--- src/rtl/gpio_port8.sv ---
module gpio_port8 #(
  parameter int          W           = 8,
  parameter int          NIB         = 4,
  parameter bit          NIBBLE_DIR  = 1'b1,
  parameter logic [7:0]  PULLUP_MASK = 8'hFF
) (
  input  logic         clk,
  input  logic         rst_n,
  input  logic [1:0]   reg_sel,
  input  logic         wr_en,
  input  logic [W-1:0] wr_data,
  input  logic         rmw_en,
  input  logic [1:0]   rmw_op,
  input  logic         stop_rec,
  input  logic [W-1:0] pad_in,
  output logic [W-1:0] rd_data,
  output logic [W-1:0] pad_oe,
  output logic [W-1:0] pad_do,
  output logic [W-1:0] pad_pu,
  output logic         wake_all,
  output logic         wake_any
);
  localparam int NGRP = W / NIB;
  localparam int DW   = NIBBLE_DIR ? NGRP : W;
  localparam logic [1:0] SEL_DAT = 2'd0, SEL_DIR = 2'd1, SEL_CTL = 2'd2;

  logic [W-1:0]  pin_m, pin_q, dat_q, out_en;
  logic [DW-1:0] dir_q;
  logic          od_q;
  logic          host_wr;

  assign host_wr = wr_en && !rmw_en;

  always_ff @(posedge clk or negedge rst_n)
    if (!rst_n) begin
      pin_m <= '0;
      pin_q <= '0;
    end else begin
      pin_m <= pad_in;
      pin_q <= pin_m;
    end

  always_ff @(posedge clk or negedge rst_n)
    if (!rst_n) dir_q <= '0;
    else if (stop_rec) dir_q <= '0;
    else if (host_wr && reg_sel == SEL_DIR) dir_q <= wr_data[DW-1:0];

  always_ff @(posedge clk or negedge rst_n)
    if (!rst_n) od_q <= 1'b0;
    else if (host_wr && reg_sel == SEL_CTL) od_q <= wr_data[0];

  always_ff @(posedge clk or negedge rst_n)
    if (!rst_n) dat_q <= '0;
    else if (rmw_en) begin
      case (rmw_op)
        2'd0:    dat_q <= pin_q & wr_data;
        2'd1:    dat_q <= pin_q | wr_data;
        2'd2:    dat_q <= pin_q ^ wr_data;
        default: dat_q <= dat_q;
      endcase
    end else if (wr_en && reg_sel == SEL_DAT) dat_q <= wr_data;

  generate
    if (NIBBLE_DIR) begin : g_nib
      for (genvar g = 0; g < NGRP; g++) begin : g_grp
        assign out_en[g*NIB +: NIB] = {NIB{dir_q[g]}};
      end
    end else begin : g_bit
      assign out_en = dir_q;
    end
  endgenerate

  assign pad_oe   = out_en & ~({W{od_q}} & dat_q);
  assign pad_do   = out_en & dat_q & ~{W{od_q}};
  assign pad_pu   = PULLUP_MASK[W-1:0] & ~out_en;
  assign wake_all = &pin_q;
  assign wake_any = |pin_q;

  always_comb
    case (reg_sel)
      SEL_DAT: rd_data = pin_q;
      SEL_DIR: rd_data = W'(dir_q);
      SEL_CTL: rd_data = W'(od_q);
      default: rd_data = '0;
    endcase

  AST_STOP_INPUT: assert property (@(posedge clk) disable iff (!rst_n) stop_rec |=> pad_oe == '0);
  AST_PU_EXCL:    assert property (@(posedge clk) disable iff (!rst_n) (pad_pu & pad_oe) == '0);
  AST_OD_NO_HIGH: assert property (@(posedge clk) disable iff (!rst_n) od_q |-> (pad_do & pad_oe) == '0);
  AST_SYNC_DELAY: assert property (@(posedge clk) disable iff (!rst_n) pin_q == $past(pin_m));
  AST_WAKE_ORDER: assert property (@(posedge clk) disable iff (!rst_n) wake_all |-> wake_any);
  AST_RMW_XOR:    assert property (@(posedge clk) disable iff (!rst_n)
                    (rmw_en && rmw_op == 2'd2) |=> dat_q == $past(pin_q ^ wr_data));
  AST_RMW_NOP:    assert property (@(posedge clk) disable iff (!rst_n)
                    (rmw_en && rmw_op == 2'd3) |=> $stable(dat_q));
endmodule

--- config.mk ---
export PLATFORM = sky130hd
export DESIGN_NAME = gpio_port8
export DESIGN_NICKNAME = d
export VERILOG_FILES = /design/src/rtl/gpio_port8.sv
export SDC_FILE = /design/constraint.sdc
export NUM_CORES = 1
export LEC_CHECK = 0
export ABC_AREA = 1
export BUFFER_PORTS_ARGS = -buffer_cell sky130_fd_sc_hd__buf_4
export CAP_MARGIN = 40
export CORE_UTILIZATION = 33
export DETAILED_ROUTE_END_ITERATION = 10
export MAX_ROUTING_LAYER = met4
export PLACE_DENSITY = 0.62
export SLEW_MARGIN = 20
export SYNTH_ARGS = -nofsm -noshare
export SYNTH_HDL_FRONTEND = slang
export SYNTH_SLANG_ARGS = --single-unit
--- constraint.sdc ---
create_clock -name clk -period 3 [get_ports clk]
set_input_delay 0.3 -clock clk [delete_from_list [all_inputs] [get_ports clk]]
set_output_delay 0.3 -clock clk [all_outputs]
set_load 0.02 [all_outputs]
==> results.sh, run 1 <==
export IMPL_place_congestion=0.779
export IMPL_grt_pass1_vias=1381
export IMPL_start_kind="flop"
export IMPL_dieArea_um2=5670
export IMPL_yosysWarnings=0
export IMPL_ys_ff_latch=27
export IMPL_ant_nets=0
export IMPL_worstSetupPathType="flop to output port"
export IMPL_setup_viol=0
export IMPL_period_share_pct=57.0
export IMPL_dp_hpwl_um=2970
export IMPL_fillCellCount=524
export IMPL_hold_violations=0
export IMPL_path_buf_inv=1
export IMPL_track_usage_pct=14.9
export IMPL_cp_data_required_time_ns=2.70
export IMPL_layout_commonest_cell="nand2_1"
export IMPL_synth_nets=282
export IMPL_final_cell_mix="nand2_1, buf_4, inv_1, nor2_1, dfrtp_1"
export IMPL_pin_count=59
export IMPL_cpPeakStageDelay_ns=0.68
export IMPL_synth_seq_area_share_pct=38.1
export IMPL_die_h_um=75.3
export IMPL_finalWirelength_um=3800
export IMPL_run_status="complete, no violations"
export IMPL_total_power_uw=831
export IMPL_vias=1541
export IMPL_holdPathStages=1
export IMPL_port_buffers=58
export IMPL_synth_top_family_by_area="simple AND/OR/NAND/NOR gates"
export IMPL_rr_worst_depth=8
export IMPL_nets=333
export IMPL_first_pass_iters=5
export IMPL_cp_cell_sequence="nand3_1 > o221ai_1 > buf_4"
export IMPL_cp_slowest_cell="dfrtp_1"
export IMPL_yosys_area_share_simple_pct=31.1
export IMPL_regToRegSetupSlack_ns=1.76
export IMPL_cts_sinks=27
export IMPL_hold_class="input port to flop"
export IMPL_slew_viol_final=0
export IMPL_wire_per_inst_um=10.6
export IMPL_setup_tns_ns=0
export IMPL_cp_end_kind="output port"
export IMPL_drtIter0Drc=77
export IMPL_reg2reg_from="pin_q[3]"
export IMPL_skew_ns=0.00296
export IMPL_path_clk_slew_ns=0.09
export IMPL_r2r_end="dat_q[3]"
export IMPL_tightestPinTransition_ns=0.529
export IMPL_cap_violations=0
export IMPL_cp_arrival_ns=1.41
export IMPL_clk_latency_ns=0.27
export IMPL_num_rows=26
export IMPL_tritoncts="done"
export IMPL_vdd_ir_drop_max_mv=0.340
export IMPL_antenna_found_initial=0
export IMPL_p_leak_uw=0.00126
export IMPL_worstHoldStart="pad_in[2]"
export IMPL_syn2layout_area_growth_pct=27.1
export IMPL_synth_xor_area_share_pct=0
export IMPL_min_to="pin_m[2]"
export IMPL_numCtsBuffers=3
export IMPL_p_per_area_nw_per_um2=369
export IMPL_route_detailed_drc=0
export IMPL_path_delay_family="flip-flops"
export IMPL_grt_max_degree=28
export IMPL_fmax_ghz=0.585
export IMPL_globalRouteOverflowTotal=0
export IMPL_initial_core_util_pct=34.5
export IMPL_core_region_area_um2=5140
export IMPL_dieWidth_um=75.3
export IMPL_cts_root_buffer="clkbuf_8"
export IMPL_syn_area_um2=1770
export IMPL_num_antenna_cells=0
export IMPL_rsz0062_at_grt="false"
export IMPL_vias_per_cell=4.30
export IMPL_syn_area_per_cell_um2=7.44
export IMPL_critPathMaxFanout=18
export IMPL_post_cts_resized=0
export IMPL_synth_distinct_cells=20
export IMPL_muxShareOfSynthArea_pct=0
export IMPL_relSlewSlack_pct=64.8
export IMPL_synth_adder_area_share_pct=13.4
export IMPL_cts_buffer_depth=2
export IMPL_hold_slack_ns=0.126
export IMPL_grt_pass1_wl_um=6060
export IMPL_htree_levels=1
export IMPL_final_layout_size_suffix_gt1_share_pct=24.0
export IMPL_syn_inst=238
export IMPL_finalCriticalPeriod_ns=1.71
export IMPL_synth_compound_area_share_pct=4.24
-- Yosys cell counts --
cell | n | area (um2)
clkbuf_2 | 1 | 5.00
o22ai_1 | 1 | 6.26
dfrtp_1 | 27 | 676
o221ai_1 | 1 | 8.76
nor2_4 | 1 | 11.3
buf_4 | 7 | 52.6
nand2_4 | 2 | 22.5
buf_6 | 3 | 33.8
nand2_1 | 68 | 255
inv_2 | 2 | 7.51
o21ai_0 | 4 | 20.0
nand2_2 | 2 | 12.5
inv_1 | 33 | 124
nand4_1 | 2 | 12.5
nor2_1 | 33 | 124
a21oi_1 | 8 | 40.0
ha_1 | 19 | 238
nand3_1 | 20 | 100
buf_2 | 2 | 10.0
nor4_1 | 2 | 12.5
-- metal layers --
layer  global-route usage, %  vias up  routed length [um]
li1                        -      824                   -
met1                    16.9      661                1700
met2                    26.2       52                1800
met3                    2.81        4                 254
met4                    5.35        0                  44
met5                       -        -                   0
-- stage by stage --
stage | setup slack [ns] | util (%) | cell area [um2] | std cells
3_3_place_gp | 1.48 | 42.7 | 2190 | 353
6_report | 1.29 | 43.8 | 2250 | 358
5_1_grt | 1.20 | 43.8 | 2250 | 358
3_5_place_dp | 1.46 | 42.7 | 2190 | 353
2_1_floorplan | 1.64 | - | 1770 | 238
4_1_cts | 1.29 | 43.8 | 2250 | 358
-- worst register-to-register path, stage by stage, from the launching register on --
cell and delay (ns):
dfrtp_1 0.40, inv_1 0.08, ha_1 0.26, nand2_1 0.07
nand3_1 0.08, nand2_1 0.08, nand2_1 0.07, nand2_1 0.06
nand2_1 0.04
-- worst max-delay path by stage --
stage,to,start,slack [ns],cells after the start
after floorplan,rd_data[0],reg_sel[1],1.64,3
after global placement,rd_data[1],reg_sel[1],1.48,5
after detailed placement,rd_data[0],reg_sel[1],1.46,5
after CTS,rd_data[0],od_q,1.29,3
after global routing,rd_data[0],od_q,1.20,3
final,rd_data[0],od_q,1.29,3
-- cells by family (layout without fill, tap and decap cells) --
| family | after synthesis | after routing |
|---|---|---|
| AO/OA/AOI/OAI | 14 | 14 |
| adder cells (fa/ha/maj) | 19 | 19 |
| buffers and inverters | 48 | 98 |
| flip-flops | 27 | 27 |
| AND/OR/NAND/NOR | 130 | 130 |
-- registers in the layout, summed over array words and instances, names as in the netlist --
register	flops
dir_q	2
od_q	1
dat_q	8
pin_m	8
pin_q	8
-- power by group --
part | internal (uW) | switching, uW | total (uW)
registers | 397 | 37.5 | 435
clock network | 94.3 | 114 | 208
logic | 80.1 | 108 | 188
-- area by class of cell --
cell class	count	area (um2)	area share, %
Sequential cell	27	676	30.0
Clock inverter	1	7.51	0.333
Clock buffer	3	41.3	1.83
Multi-Input combinational cell	163	863	38.3
Timing Repair Buffer	59	445	19.8
Inverter	35	131	5.83
Tap cell	70	87.6	3.89
-- repair_timing --
action	4_1_cts	5_1_grt
buffers inserted	0	0
hold buffers	1	0
hold endpoints to repair	27	0
(Power assumes the default switching activity.)
==> inputs of run 2 (changes only) <==
Settings changed: PLACE_DENSITY 0.62 to 0.64.
Clock period 3 ns to 1.5 ns, I/O delays scaled along.
==> run 2 against run 1 <==
Critical path depth is the same; clock power grew 110%; routed wire length grew 6.2%; combinational power grew 130%; hold slack gained 0.028 ns; final area grew 5.6%; count of clock-buffer cells in the layout is the same; total power grew 110%; register-to-register slack lost 1.6 ns; clock skew grew 0.0050 ns; first-iteration DRC count shrank 2.6%; flip-flop and latch count is the same; largest cell class unchanged.
==> results.sh, run 2 (synthesized netlist as in run 1, its figures left out) <==
export IMPL_cp_cell_sequence="nor4_4 > nand2_1 > buf_4"
export IMPL_start_kind="flop"
export IMPL_fmax_ghz=0.717
export IMPL_grt_met1_usage_pct=18.5
export IMPL_path_delay_family="flip-flops"
export IMPL_port_buffers=58
export IMPL_syn2layout_area_growth_pct=34.2
export IMPL_grt_pass1_vias=1469
export IMPL_critPathMaxFanout=4
export IMPL_tritoncts="done"
export IMPL_num_antenna_cells=0
export IMPL_track_usage_pct=15.7
export IMPL_route_detailed_drc=0
export IMPL_r2r_end="dat_q[0]"
export IMPL_grt_pass1_wl_um=6520
export IMPL_drtIter0Drc=75
export IMPL_layout_commonest_cell="nand2_1"
export IMPL_cts_buffer_depth=2
export IMPL_dp_hpwl_um=3050
export IMPL_nets=344
export IMPL_fillCellCount=534
export IMPL_die_h_um=75.3
export IMPL_cap_violations=0
export IMPL_finalWirelength_um=4040
export IMPL_path_clk_slew_ns=0.10
export IMPL_rsz0062_at_grt="false"
export IMPL_cp_data_required_time_ns=1.35
export IMPL_reg2reg_from="pin_q[0]"
export IMPL_slew_viol_final=0
export IMPL_worstHoldStart="wr_data[0]"
export IMPL_dieWidth_um=75.3
export IMPL_p_per_area_nw_per_um2=720
export IMPL_hold_class="input port to flop"
export IMPL_initial_core_util_pct=34.5
export IMPL_worstSetupPathType="flop to output port"
export IMPL_finalCriticalPeriod_ns=1.39
export IMPL_grt_use_met2_pct=28.4
export IMPL_dieArea_um2=5670
export IMPL_tightestPinTransition_ns=0.496
export IMPL_antenna_found_initial=0
export IMPL_final_cell_mix="nand2_1, buf_4, nor2_1"
export IMPL_first_pass_iters=4
export IMPL_ant_nets=0
export IMPL_setup_viol=0
export IMPL_cp_slowest_cell="dfrtp_1"
export IMPL_globalRouteMet3Util_pct=3.35
export IMPL_num_rows=26
export IMPL_min_to="dir_q[0]"
export IMPL_grt_max_degree=28
export IMPL_top_usage_layer="met2"
export IMPL_pin_count=59
export IMPL_setup_tns_ns=0
export IMPL_vias_per_cell=4.41
export IMPL_final_layout_size_suffix_gt1_share_pct=25.8
export IMPL_holdPathStages=3
export IMPL_cts_setup_buffers=0
export IMPL_total_power_uw=1710
export IMPL_run_status="complete, no violations"
export IMPL_cp_arrival_ns=1.24
export IMPL_globalRouteOverflowTotal=0
export IMPL_clk_latency_ns=0.28
export IMPL_wire_per_inst_um=10.9
export IMPL_core_region_area_um2=5140
export IMPL_hold_violations=0
export IMPL_p_leak_uw=0.00131
export IMPL_vdd_ir_drop_max_mv=0.628
export IMPL_regToRegSetupSlack_ns=0.20
export IMPL_skew_ns=0.00792
export IMPL_cts_sinks=27
export IMPL_top_regs="dat_q: 8 flops, pin_m: 8 flops, pin_q: 8 flops"
export IMPL_place_congestion=0.810
export IMPL_numCtsBuffers=3
export IMPL_rr_worst_depth=8
export IMPL_cts_root_buffer="clkbuf_8"
export IMPL_relSlewSlack_pct=66.9
export IMPL_htree_levels=1
export IMPL_vias=1629
export IMPL_cpPeakStageDelay_ns=0.46
export IMPL_cp_end_kind="output port"
export IMPL_path_buf_inv=1
export IMPL_period_share_pct=93.0
==> run 2: cell count changes in the layout (fill, tap and decap cells not counted) <==
| cell | delta |
|---|---|
| dfrtp_2 | +1 |
| inv_1 | -2 |
| dfrtp_1 | -1 |
| buf_4 | +3 |
| nor4_2 | +1 |
| nor4_1 | -2 |
| inv_2 | +2 |
| dlygate4sd3_1 | +8 |
| nor4_4 | +1 |
==> run 2: report_power, final <==
group | switching (uW) | internal [uW] | total [uW]
registers | 61.3 | 795 | 856
clock network | 238 | 189 | 427
logic | 242 | 185 | 427
total | 541 | 1170 | 1710
==> run 2: final cells by class <==
class                      count  area (um2)  share of cell area (%)
inverter                      35         131                    5.53
clock buffer                   3        41.3                    1.74
tap                           70        87.6                    3.68
clock inverter                 1        7.51                   0.316
sequential                    27         677                    28.5
timing repair buffer          70         548                    23.1
multi-input combinational    163         885                    37.2
==> run 2: worst max-delay path by stage <==
stage | endpoint | startpoint | cells past startpoint | slack [ns]
after CTS | rd_data[0] | dir_q[0] | 3 | 0.03
after floorplan | rd_data[0] | dir_q[0] | 2 | 0.33
final | wake_any | pin_q[0] | 3 | 0.11
after global routing | wake_any | pin_q[5] | 3 | 0.005
after detailed placement | dat_q[2] | rmw_op[0] | 9 | 0.1
after global placement | dat_q[2] | rmw_op[0] | 9 | 0.10
==> run 2: timing repair <==
item	4_1_cts	5_1_grt
setup endpoints to repair	0	3
hold endpoints to repair	35	0
gates resized for setup	0	6
hold buffers	9	0
==> run 2: routing by layer <==
metal / up-vias / part of all wire [%]
li1: 848 / -
met1: 726 / 47
met2: 50 / 46
met3: 5 / 5.8
met4: 0 / 1.1
met5: - / 0
==> run 2: worst reg2reg max path, delay by kind of cell (launching register included) <==
family                   cells  cell delay (ns)
flip-flops                   1             0.47
buffers and inverters        1             0.09
adder cells (fa/ha/maj)      1             0.28
AND/OR/NAND/NOR              6             0.37
==> run 2: through the flow <==
step	cells	utilization, %	hold WS [ns]	area (um2)	setup slack, ns
2_1_floorplan	238	-	-0.146	1770	0.332
6_report	369	46.3	0.154	2380	0.105
5_1_grt	369	46.3	0.165	2380	0.00540
3_3_place_gp	356	43.1	0.0782	2220	0.101
3_5_place_dp	356	43.1	0.0843	2220	0.0960
4_1_cts	369	45.8	0.155	2350	0.0329
==> inputs of run 3 (changes only) <==
Settings changed: CAP_MARGIN 40 to 15, PLACE_DENSITY 0.64 to not set, PLACE_DENSITY_LB_ADDON set to 0.3.
==> run 3 against run 2 <==
Combinational power decreased by 7.0%; global-route usage increased by 0.23 points; clock power decreased by 2%; setup slack got worse by 0.021 ns; sequential share of layout area increased by 0.46 points; total power decreased by 1.5%; sequential power increased by 2%; hold slack got worse by 0.0029 ns; largest cell class unchanged.
==> results.sh, run 3 (synthesized netlist as in run 1, its figures left out) <==
export IMPL_run_status="complete, no violations"
export IMPL_cp_data_required_time_ns=1.35
export IMPL_syn2layout_area_growth_pct=32.1
export IMPL_route_detailed_drc=0
export IMPL_pin_count=59
export IMPL_grt_pass1_vias=1466
export IMPL_cts_buffer_depth=2
export IMPL_relSlewSlack_pct=66.2
export IMPL_skew_ns=0.00204
export IMPL_cts_setup_buffers=0
export IMPL_final_layout_size_suffix_gt1_share_pct=24.3
export IMPL_globalRouteOverflowTotal=0
export IMPL_fin_area_um2=2340
export IMPL_vias_per_cell=4.39
export IMPL_dieArea_um2=5670
export IMPL_instances_no_fill=366
export IMPL_tritoncts="done"
export IMPL_die_h_um=75.3
export IMPL_setup_tns_ns=0
export IMPL_dieWidth_um=75.3
export IMPL_antenna_found_initial=0
export IMPL_hold_class="input port to flop"
export IMPL_p_leak_uw=0.00129
export IMPL_grt_max_degree=28
export IMPL_start_kind="flop"
export IMPL_dpl_instance_area_um2=2190
export IMPL_grt_pass1_wl_um=6500
export IMPL_port_buffers=58
export IMPL_cp_arrival_ns=1.27
export IMPL_rsz0062_at_grt="false"
export IMPL_clk_latency_ns=0.27
export IMPL_finalCriticalPeriod_ns=1.42
export IMPL_ant_nets=0
export IMPL_first_pass_iters=4
export IMPL_num_rows=26
export IMPL_track_usage_pct=15.9
export IMPL_final_core_util_pct=45.5
export IMPL_critPathMaxFanout=4
export IMPL_drtIter0Drc=56
export IMPL_vias=1606
export IMPL_p_per_area_nw_per_um2=720
export IMPL_num_antenna_cells=0
export IMPL_setup_viol=0
export IMPL_slew_viol_final=0
export IMPL_cp_end_kind="output port"
export IMPL_htree_levels=1
export IMPL_final_cell_mix="nand2_1, buf_4, nor2_1"
export IMPL_top_regs="dat_q: 8 flops, pin_m: 8 flops, pin_q: 8 flops"
export IMPL_nets=341
export IMPL_dp_hpwl_um=3000
export IMPL_dp_cells=353
export IMPL_wire_per_inst_um=10.7
export IMPL_numCtsBuffers=3
export IMPL_period_share_pct=94.4
export IMPL_cts_root_buffer="clkbuf_8"
export IMPL_cap_violations=0
export IMPL_hold_violations=0
export IMPL_place_congestion=0.778
export IMPL_vdd_ir_drop_max_mv=0.617
export IMPL_initial_core_util_pct=34.5
export IMPL_layout_commonest_cell="nand2_1"
export IMPL_path_clk_slew_ns=0.09
export IMPL_finalWirelength_um=3930
export IMPL_core_region_area_um2=5140
export IMPL_cts_sinks=27
export IMPL_tightestPinTransition_ns=0.506
export IMPL_fmax_ghz=0.706
export IMPL_rr_worst_depth=8
export IMPL_worstSetupPathType="flop to output port"
export IMPL_holdPathStages=3
-- run 3: cell count changes in the layout (fill, tap and decap cells not counted) --
cell    before  now
inv_1       31   32
nor4_4       1    0
buf_4       61   58
inv_2        4    3
nor4_1       0    1
-- run 3: report_power, final --
group          internal [uW]  leakage, uW  switching [uW]  total (uW)
Clock                    188    0.0000217             228         417
Combinational            175     0.000946             222         397
Sequential               796     0.000326            76.6         872
Total                   1160      0.00129             527        1690
-- run 3: path summary, 6_finish.rpt --
kind                            start        to  slack [ns]
setup / recovery             pin_q[0]  wake_any        0.08
hold / removal             wr_data[0]  dir_q[0]        0.15
setup reg to reg             pin_q[1]  dat_q[1]        0.22
hold reg to reg              pin_m[4]  pin_q[4]        0.35
max in group asynchronous       rst_n      od_q        0.91
min in group asynchronous       rst_n  pin_m[3]        0.31
-- run 3: worst max-delay path: stages, from the launching register on --
cell and delay, ns:
dfrtp_1 0.44, nor4_1 0.29, nand2_1 0.10, buf_4 0.17
-- run 3: layer usage --
metal	global-route usage, %	part of all wire, %	vias to the layer above	wire length [um]
met5	-	0	-	0
met4	2.88	0.89	0	35
met3	3.88	6.2	4	242
met2	28.2	45	59	1780
met1	18.4	48	701	1870
li1	-	-	842	-
-- run 3: repair_timing --
action,CTS,global route
endpoints found under the hold margin,35,0
endpoints found under the setup margin,1,2
hold buffers,9,0
resized for setup,1,2
pin swaps,0,0
-- run 3: stage by stage --
step | setup slack [ns] | hold slack [ns] | total power, uW
floorplan | 0.332 | -0.146 | 1120
global placement | 0.107 | 0.0828 | 1260
detailed placement | 0.107 | 0.0859 | 1270
CTS | 0.0332 | 0.145 | 1710
global route | 0.00524 | 0.149 | 1800
finish | 0.0839 | 0.151 | 1690
-- run 3: cell type report --
cell class | instances | area, um2
clock buffer | 3 | 41.3
clock inverter | 1 | 7.51
fill | 540 | 2800
inverter | 35 | 131
multi-input combinational | 163 | 870
sequential | 27 | 677
tap | 70 | 87.6
timing repair buffer | 67 | 526
